[src/rtl/ssc_pkg.sv]
package ssc_pkg;

    typedef enum logic {
        SPREAD_DOWN   = 1'b0,
        SPREAD_CENTER = 1'b1
    } spread_mode_e;

    typedef struct packed {
        spread_mode_e mode;
        logic         wide;
    } spread_cfg_t;

    // Total deviation for a configuration, in 1/65536 units of the divide ratio.
    function automatic int pick_dev(spread_cfg_t c, int dn_lo, int dn_hi, int ct_lo, int ct_hi);
        if (c.mode == SPREAD_CENTER)
            return c.wide ? ct_hi : ct_lo;
        else
            return c.wide ? dn_hi : dn_lo;
    endfunction

endpackage

[src/rtl/ssc_phase_ctr.sv]
module ssc_phase_ctr #(
    parameter int PH_W = 9
) (
    input  logic            clk,
    input  logic            rst,
    input  logic            en,
    output logic            run,
    output logic [PH_W-1:0] phase,
    output logic            load
);
    localparam logic [PH_W-1:0] LAST = {PH_W{1'b1}};

    // Load a fresh profile start on the first live cycle and on every wrap.
    assign load = en && (!run || phase == LAST);

    always_ff @(posedge clk) begin
        if (rst || !en) begin
            run   <= 1'b0;
            phase <= '0;
        end else begin
            run   <= 1'b1;
            phase <= run ? phase + 1'b1 : '0;
        end
    end

    // the step after the last one is step 0
    a_r1_wrap_to_zero: assert property (@(posedge clk) disable iff (rst)
        (en && run && phase == LAST) |=> (phase == '0));

    // a first live cycle always starts at step 0
    a_r6_restart_step0: assert property (@(posedge clk) disable iff (rst)
        (en && !run) |=> (run && phase == '0));

endmodule

[src/rtl/ssc_cfg_hold.sv]
module ssc_cfg_hold
    import ssc_pkg::*;
(
    input  logic        clk,
    input  logic        rst,
    input  logic        load,
    input  spread_cfg_t cfg_in,
    output spread_cfg_t cfg_q,
    output spread_cfg_t cfg_eff
);
    // The configuration used this cycle: the fresh inputs on a load, otherwise the held one.
    assign cfg_eff = load ? cfg_in : cfg_q;

    always_ff @(posedge clk) begin
        if (rst)
            cfg_q <= '{mode: SPREAD_CENTER, wide: 1'b1};
        else if (load)
            cfg_q <= cfg_in;
    end

    // the held selection moves only at a profile boundary
    a_r5_hold_between_loads: assert property (@(posedge clk) disable iff (rst)
        (!load) |=> (cfg_q == $past(cfg_q)));

endmodule

[src/rtl/ssc_ramp_acc.sv]
module ssc_ramp_acc #(
    parameter int PH_W  = 9,
    parameter int ACC_W = 24
) (
    input  logic                    clk,
    input  logic                    rst,
    input  logic                    en,
    input  logic                    run,
    input  logic                    load,
    input  logic [PH_W-1:0]         phase,
    input  logic signed [ACC_W-1:0] step,
    input  logic signed [ACC_W-1:0] start,
    output logic signed [ACC_W-1:0] acc
);
    // The top bit of the phase tells the falling half (0) from the rising half (1).
    logic rising;
    assign rising = phase[PH_W-1];

    always_ff @(posedge clk) begin
        if (rst || !en)
            acc <= '0;
        else if (load)
            acc <= start;
        else if (run)
            acc <= rising ? acc + step : acc - step;
    end

    // between loads the accumulator moves by exactly one step
    a_r4_constant_step: assert property (@(posedge clk) disable iff (rst)
        (en && run && !load) |=>
            ((acc - $past(acc) == $past(step)) || ($past(acc) - acc == $past(step))));

    // each period begins from the configured start value
    a_r1_period_start: assert property (@(posedge clk) disable iff (rst)
        (en && load) |=> (acc == $past(start)));

endmodule

[src/rtl/ssc_profile_gen.sv]
module ssc_profile_gen
    import ssc_pkg::*;
#(
    parameter int PH_W      = 9,
    parameter int OFS_W     = 16,
    parameter int DEV_DN_LO = 1638,
    parameter int DEV_DN_HI = 2294,
    parameter int DEV_CT_LO = 818,
    parameter int DEV_CT_HI = 1146
) (
    input  logic                    clk,
    input  logic                    rst,
    input  logic                    range_sel,
    input  logic                    mode_sel,
    input  logic                    pwr_dn_n,
    output logic signed [OFS_W-1:0] mod_offset,
    output logic                    mod_valid,
    output logic signed [OFS_W-1:0] ref_offset
);
    localparam int GUARD = PH_W - 1;
    localparam int ACC_W = OFS_W + GUARD;

    logic                    run;
    logic                    load;
    logic [PH_W-1:0]         phase;
    spread_cfg_t             cfg_in;
    spread_cfg_t             cfg_q;
    spread_cfg_t             cfg_eff;
    logic signed [ACC_W-1:0] step;
    logic signed [ACC_W-1:0] start;
    logic signed [ACC_W-1:0] acc;

    assign cfg_in = '{mode: spread_mode_e'(mode_sel), wide: range_sel};

    ssc_phase_ctr #(.PH_W(PH_W)) u_phase (
        .clk   (clk),
        .rst   (rst),
        .en    (pwr_dn_n),
        .run   (run),
        .phase (phase),
        .load  (load)
    );

    ssc_cfg_hold u_cfg (
        .clk     (clk),
        .rst     (rst),
        .load    (load),
        .cfg_in  (cfg_in),
        .cfg_q   (cfg_q),
        .cfg_eff (cfg_eff)
    );

    // In accumulator units one output LSB is 2**GUARD, so the step equals the total deviation.
    // Center spread starts half a sweep above nominal.
    always_comb begin
        step  = ACC_W'(pick_dev(cfg_eff, DEV_DN_LO, DEV_DN_HI, DEV_CT_LO, DEV_CT_HI));
        start = (cfg_eff.mode == SPREAD_CENTER) ? (step <<< (GUARD - 1)) : '0;
    end

    ssc_ramp_acc #(.PH_W(PH_W), .ACC_W(ACC_W)) u_ramp (
        .clk   (clk),
        .rst   (rst),
        .en    (pwr_dn_n),
        .run   (run),
        .load  (load),
        .phase (phase),
        .step  (step),
        .start (start),
        .acc   (acc)
    );

    // Dropping the guard bits floors toward minus infinity.
    assign mod_offset = acc[ACC_W-1:GUARD];
    assign mod_valid  = run;
    assign ref_offset = '0;

    // down spread never raises the frequency
    a_r2_down_not_positive: assert property (@(posedge clk) disable iff (rst)
        (mod_valid && cfg_q.mode == SPREAD_DOWN) |-> ($signed(mod_offset) <= 0));

    // center spread stays within half the total deviation
    a_r3_center_bounded: assert property (@(posedge clk) disable iff (rst)
        (mod_valid && cfg_q.mode == SPREAD_CENTER) |->
            (($signed(mod_offset) <= pick_dev(cfg_q, DEV_DN_LO, DEV_DN_HI, DEV_CT_LO, DEV_CT_HI) / 2) &&
             ($signed(mod_offset) >= -(pick_dev(cfg_q, DEV_DN_LO, DEV_DN_HI, DEV_CT_LO, DEV_CT_HI) / 2))));

    // power-down silences the modulated output on the next cycle
    a_r6_power_down_quiet: assert property (@(posedge clk) disable iff (rst)
        (!pwr_dn_n) |=> (!mod_valid && mod_offset == '0));

endmodule

[config.mk]
export PLATFORM = sky130hd
export DESIGN_NAME = ssc_profile_gen
export DESIGN_NICKNAME = d
export VERILOG_FILES = /design/src/rtl/ssc_pkg.sv /design/src/rtl/ssc_phase_ctr.sv /design/src/rtl/ssc_cfg_hold.sv /design/src/rtl/ssc_ramp_acc.sv /design/src/rtl/ssc_profile_gen.sv
export SDC_FILE = /design/constraint.sdc
export NUM_CORES = 1
export LEC_CHECK = 0
export ABC_CLOCK_PERIOD_IN_PS = 4650
export BUFFER_PORTS_ARGS = -buffer_cell sky130_fd_sc_hd__buf_2
export CAP_MARGIN = 10
export CORE_ASPECT_RATIO = 0.7
export CORE_MARGIN = 3
export CORE_UTILIZATION = 45
export DETAILED_ROUTE_END_ITERATION = 16
export GPL_ROUTABILITY_DRIVEN = 0
export PLACE_DENSITY_LB_ADDON = 0.15
export SYNTH_ARGS = -nofsm -noshare
export SYNTH_HDL_FRONTEND = slang
export SYNTH_HIERARCHICAL = 1
export SYNTH_SLANG_ARGS = --single-unit
[constraint.sdc]
create_clock -name clk -period 4.65 [get_ports clk]
set_input_delay 0.93 -clock clk [delete_from_list [all_inputs] [get_ports clk]]
set_output_delay 0.93 -clock clk [all_outputs]
set_load 0.005 [all_outputs]
==> impl_metrics.csv <==
group,metric,value,unit
finish,final_common_cell,"conb_1",
timing,period_needed,4.14,ns
grt,grt_pass1_wl,15900,um
floorplan,dieWidth,114,um
timing,hold_viol,0,
routing,dr.pass1.iters,5,
clocking,cts.sinks,36,
floorplan,design.die.area,9290,um^2
timing,fin_tns_setup,0,ns
critical_path,cp-end-kind,"flop",
pwr,power_switching,357,uW
synth,syn_area,3670,um^2
clocking,post_cts.repair.setup_buffers,0,
finish,syn2layout_area_growth,13.8,%
timing,drv_slew,0,
routing,route.vias.total,3496,
routing,vias_per_cell,5.52,
finish,drive_gt1_share,10.7,%
pwr,pwr-share-comb,29.9,%
critical_path,worstPathArrival,4.33,ns
clocking,clk_pin_slew,0.06,ns
timing,setup_viol,0,
synth,netlist_top_cells_area,"dfxtp_1, ha_1, a21oi_1",
clocking,cts_hold_buf,0,
grt,grt_max_degree,36,
pwr,clkPwrFrac,38.5,%
grt,track_usage,21.9,%
worst_hold_path,hp-class,"reg -> reg",
clocking,clk_path_buf_depth,2,
finish,diodes,0,
synth,synthArstFlopShare,0,%
pwr,total_power,1050,uW
job,max-cap-violations,0,
pwr,internal_power,695,uW
grt,overflow,0,
routing,drt-total-wl,9830,um
timing,min_period_over_period,89.1,%
synth,yosys_warnings,6,
placement,dp_hpwl,7580,um
synth,synth_top_cell_area_share,19.6,%
synth,synth_cells,466,
synth,yosys.area.top_type,"dfxtp_1",
synth,synth.ff_latch_count,36,
timing,max_freq,241,MHz
synth,ys_types,66,
status,status,"completed",
pwr,p_per_area,252,nW/um^2
clocking,cts_tree,"built",
finish,final_cell_mix,"conb_1, a21oi_1, nor2_1",
timing,worst_pin_slew,0.779,ns
floorplan,ios,38,
floorplan,core,7610,um^2
floorplan,die_h,81.5,um
clocking,insertion_delay,0.29,ns
timing,maxSlewHeadroom,48.0,%
floorplan,start_util,48.2,%
synth,synth_edf_count,0,
pwr,peakVddDrop,0.243,mV
synth,ys_seq_area_share,19.6,%
critical_path,critPathLaunchType,"flop",
timing,skew,0.00675,ns
critical_path,path_max_fanout,6,
clocking,cts_root_buffer,"clkbuf_16",
finish,layout.nets,576,
critical_path,required,4.84,ns
pwr,p_leak,0.00183,uW
routing,wl_per_cell,15.5,um
synth,synth_area_per_cell,7.87,um^2
grt,antenna_found_initial,0,
timing,rsz0062_at_grt,"false",
pwr,p_sw_share,34.0,%
grt,first_global_vias,3119,
floorplan,rows,26,
placement,io_buffers,21,
clocking,cts_buffers,5,
synth,synthFlopType,"dfxtp_1",
routing,drt-initial-drc-count,348,
critical_path,crit_type,"reg -> reg",
pwr,power.share.sequential,31.6,%
clocking,htreeDepth,2,
routing,drc,0,
clocking,ctsResizeCount,0,
routing,postRouteAntennaNets,0,
[worst max-delay path: stages (launching register included)]
cell and delay [ns]:
dfxtp_1 0.37, ha_1 0.23, nand3_1 0.09, nor2_1 0.10, ha_1 0.14, inv_1 0.04
a21boi_2 0.21, mux2_4 0.35, inv_1 0.17, ha_1 0.24, inv_1 0.09, xor2_1 0.17
ha_1 0.35, a21o_1 0.23, a221oi_4 0.41, o22ai_2 0.14, o21a_1 0.20, or3_1 0.30
a31o_1 0.20
[metrics by stage]
| stage | utilization [%] | setup slack, ns | hold slack (ns) | area, um^2 | instances |
|---|---|---|---|---|---|
| floorplan | - | 0.568 | 0.429 | 3930 | 536 |
| global placement | 52.6 | 0.501 | 0.441 | 4000 | 625 |
| detailed placement | 52.6 | 0.414 | 0.473 | 4000 | 625 |
| CTS | 54.8 | 0.501 | 0.486 | 4170 | 633 |
| global route | 54.8 | 0.202 | 0.503 | 4170 | 633 |
| finish | 54.8 | 0.506 | 0.473 | 4170 | 633 |
[Yosys cell counts (all sizes together) (11+ instances only)]
| master | count |
|---|---|
| dfxtp | 36 |
| ha | 36 |
| clkbuf | 12 |
| nand2 | 30 |
| nor3b | 12 |
| nor3 | 15 |
| nor2 | 39 |
| buf | 24 |
| a21oi | 50 |
| nand3 | 11 |
| xnor2 | 18 |
| xor2 | 24 |
| o21ai | 23 |
| inv | 18 |
[power by group through the flow]
stage / logic, uW / registers [uW] / clock network, uW
6_report: 315 / 332 / 405
5_1_grt: 349 / 333 / 425
4_1_cts: 305 / 332 / 411
3_5_place_dp: 303 / 339 / 0
3_3_place_gp: 300 / 338 / 0
2_1_floorplan: 246 / 336 / 0
[state kept, by name, summed over array words and instances (netlist names)]
signal	cells
u_ramp/acc	24
u_phase/run	1
u_phase/phase	9
u_cfg/cfg_q	2
[final timing paths]
check	end	start	slack (ns)	cells past startpoint
max	u_ramp/acc[18]$_SDFFE_PP0P_	u_phase/phase[0]$_SDFF_PP0_	0.51	18
min	u_phase/phase[0]$_SDFF_PP0_	u_phase/phase[0]$_SDFF_PP0_	0.47	1
max reg2reg	u_ramp/acc[18]$_SDFFE_PP0P_	u_phase/phase[0]$_SDFF_PP0_	0.51	18
min reg2reg	u_phase/phase[0]$_SDFF_PP0_	u_phase/phase[0]$_SDFF_PP0_	0.47	1
[per-layer routing]
| metal | up-vias | global-route usage (%) | part of all wire, % |
|---|---|---|---|
| met5 | - | 0 | 0 |
| met4 | 0 | 4.15 | 0.63 |
| met3 | 7 | 4.71 | 10 |
| met2 | 151 | 30.7 | 39 |
| met1 | 1600 | 33.9 | 50 |
| li1 | 1738 | - | - |
[final cells by class]
cell class / count / area [um^2]
Multi-Input combinational cell: 446 / 2940
Timing Repair Buffer: 27 / 150
Clock buffer: 5 / 125
Tap cell: 98 / 123
Inverter: 18 / 67.6
Clock inverter: 3 / 46.3
Sequential cell: 36 / 721
Fill cell: 747 / 3440
[kinds of logic after synthesis]
group | synth area share, %
fa+ha+maj | 12.8
xor+xnor | 10.0
flops | 19.6
compound gates | 24.0
other cells | 0.205
simple gates | 21.9
buf+inv | 7.44
mux | 3.92
Note: power is estimated with default switching activity, not from simulation.
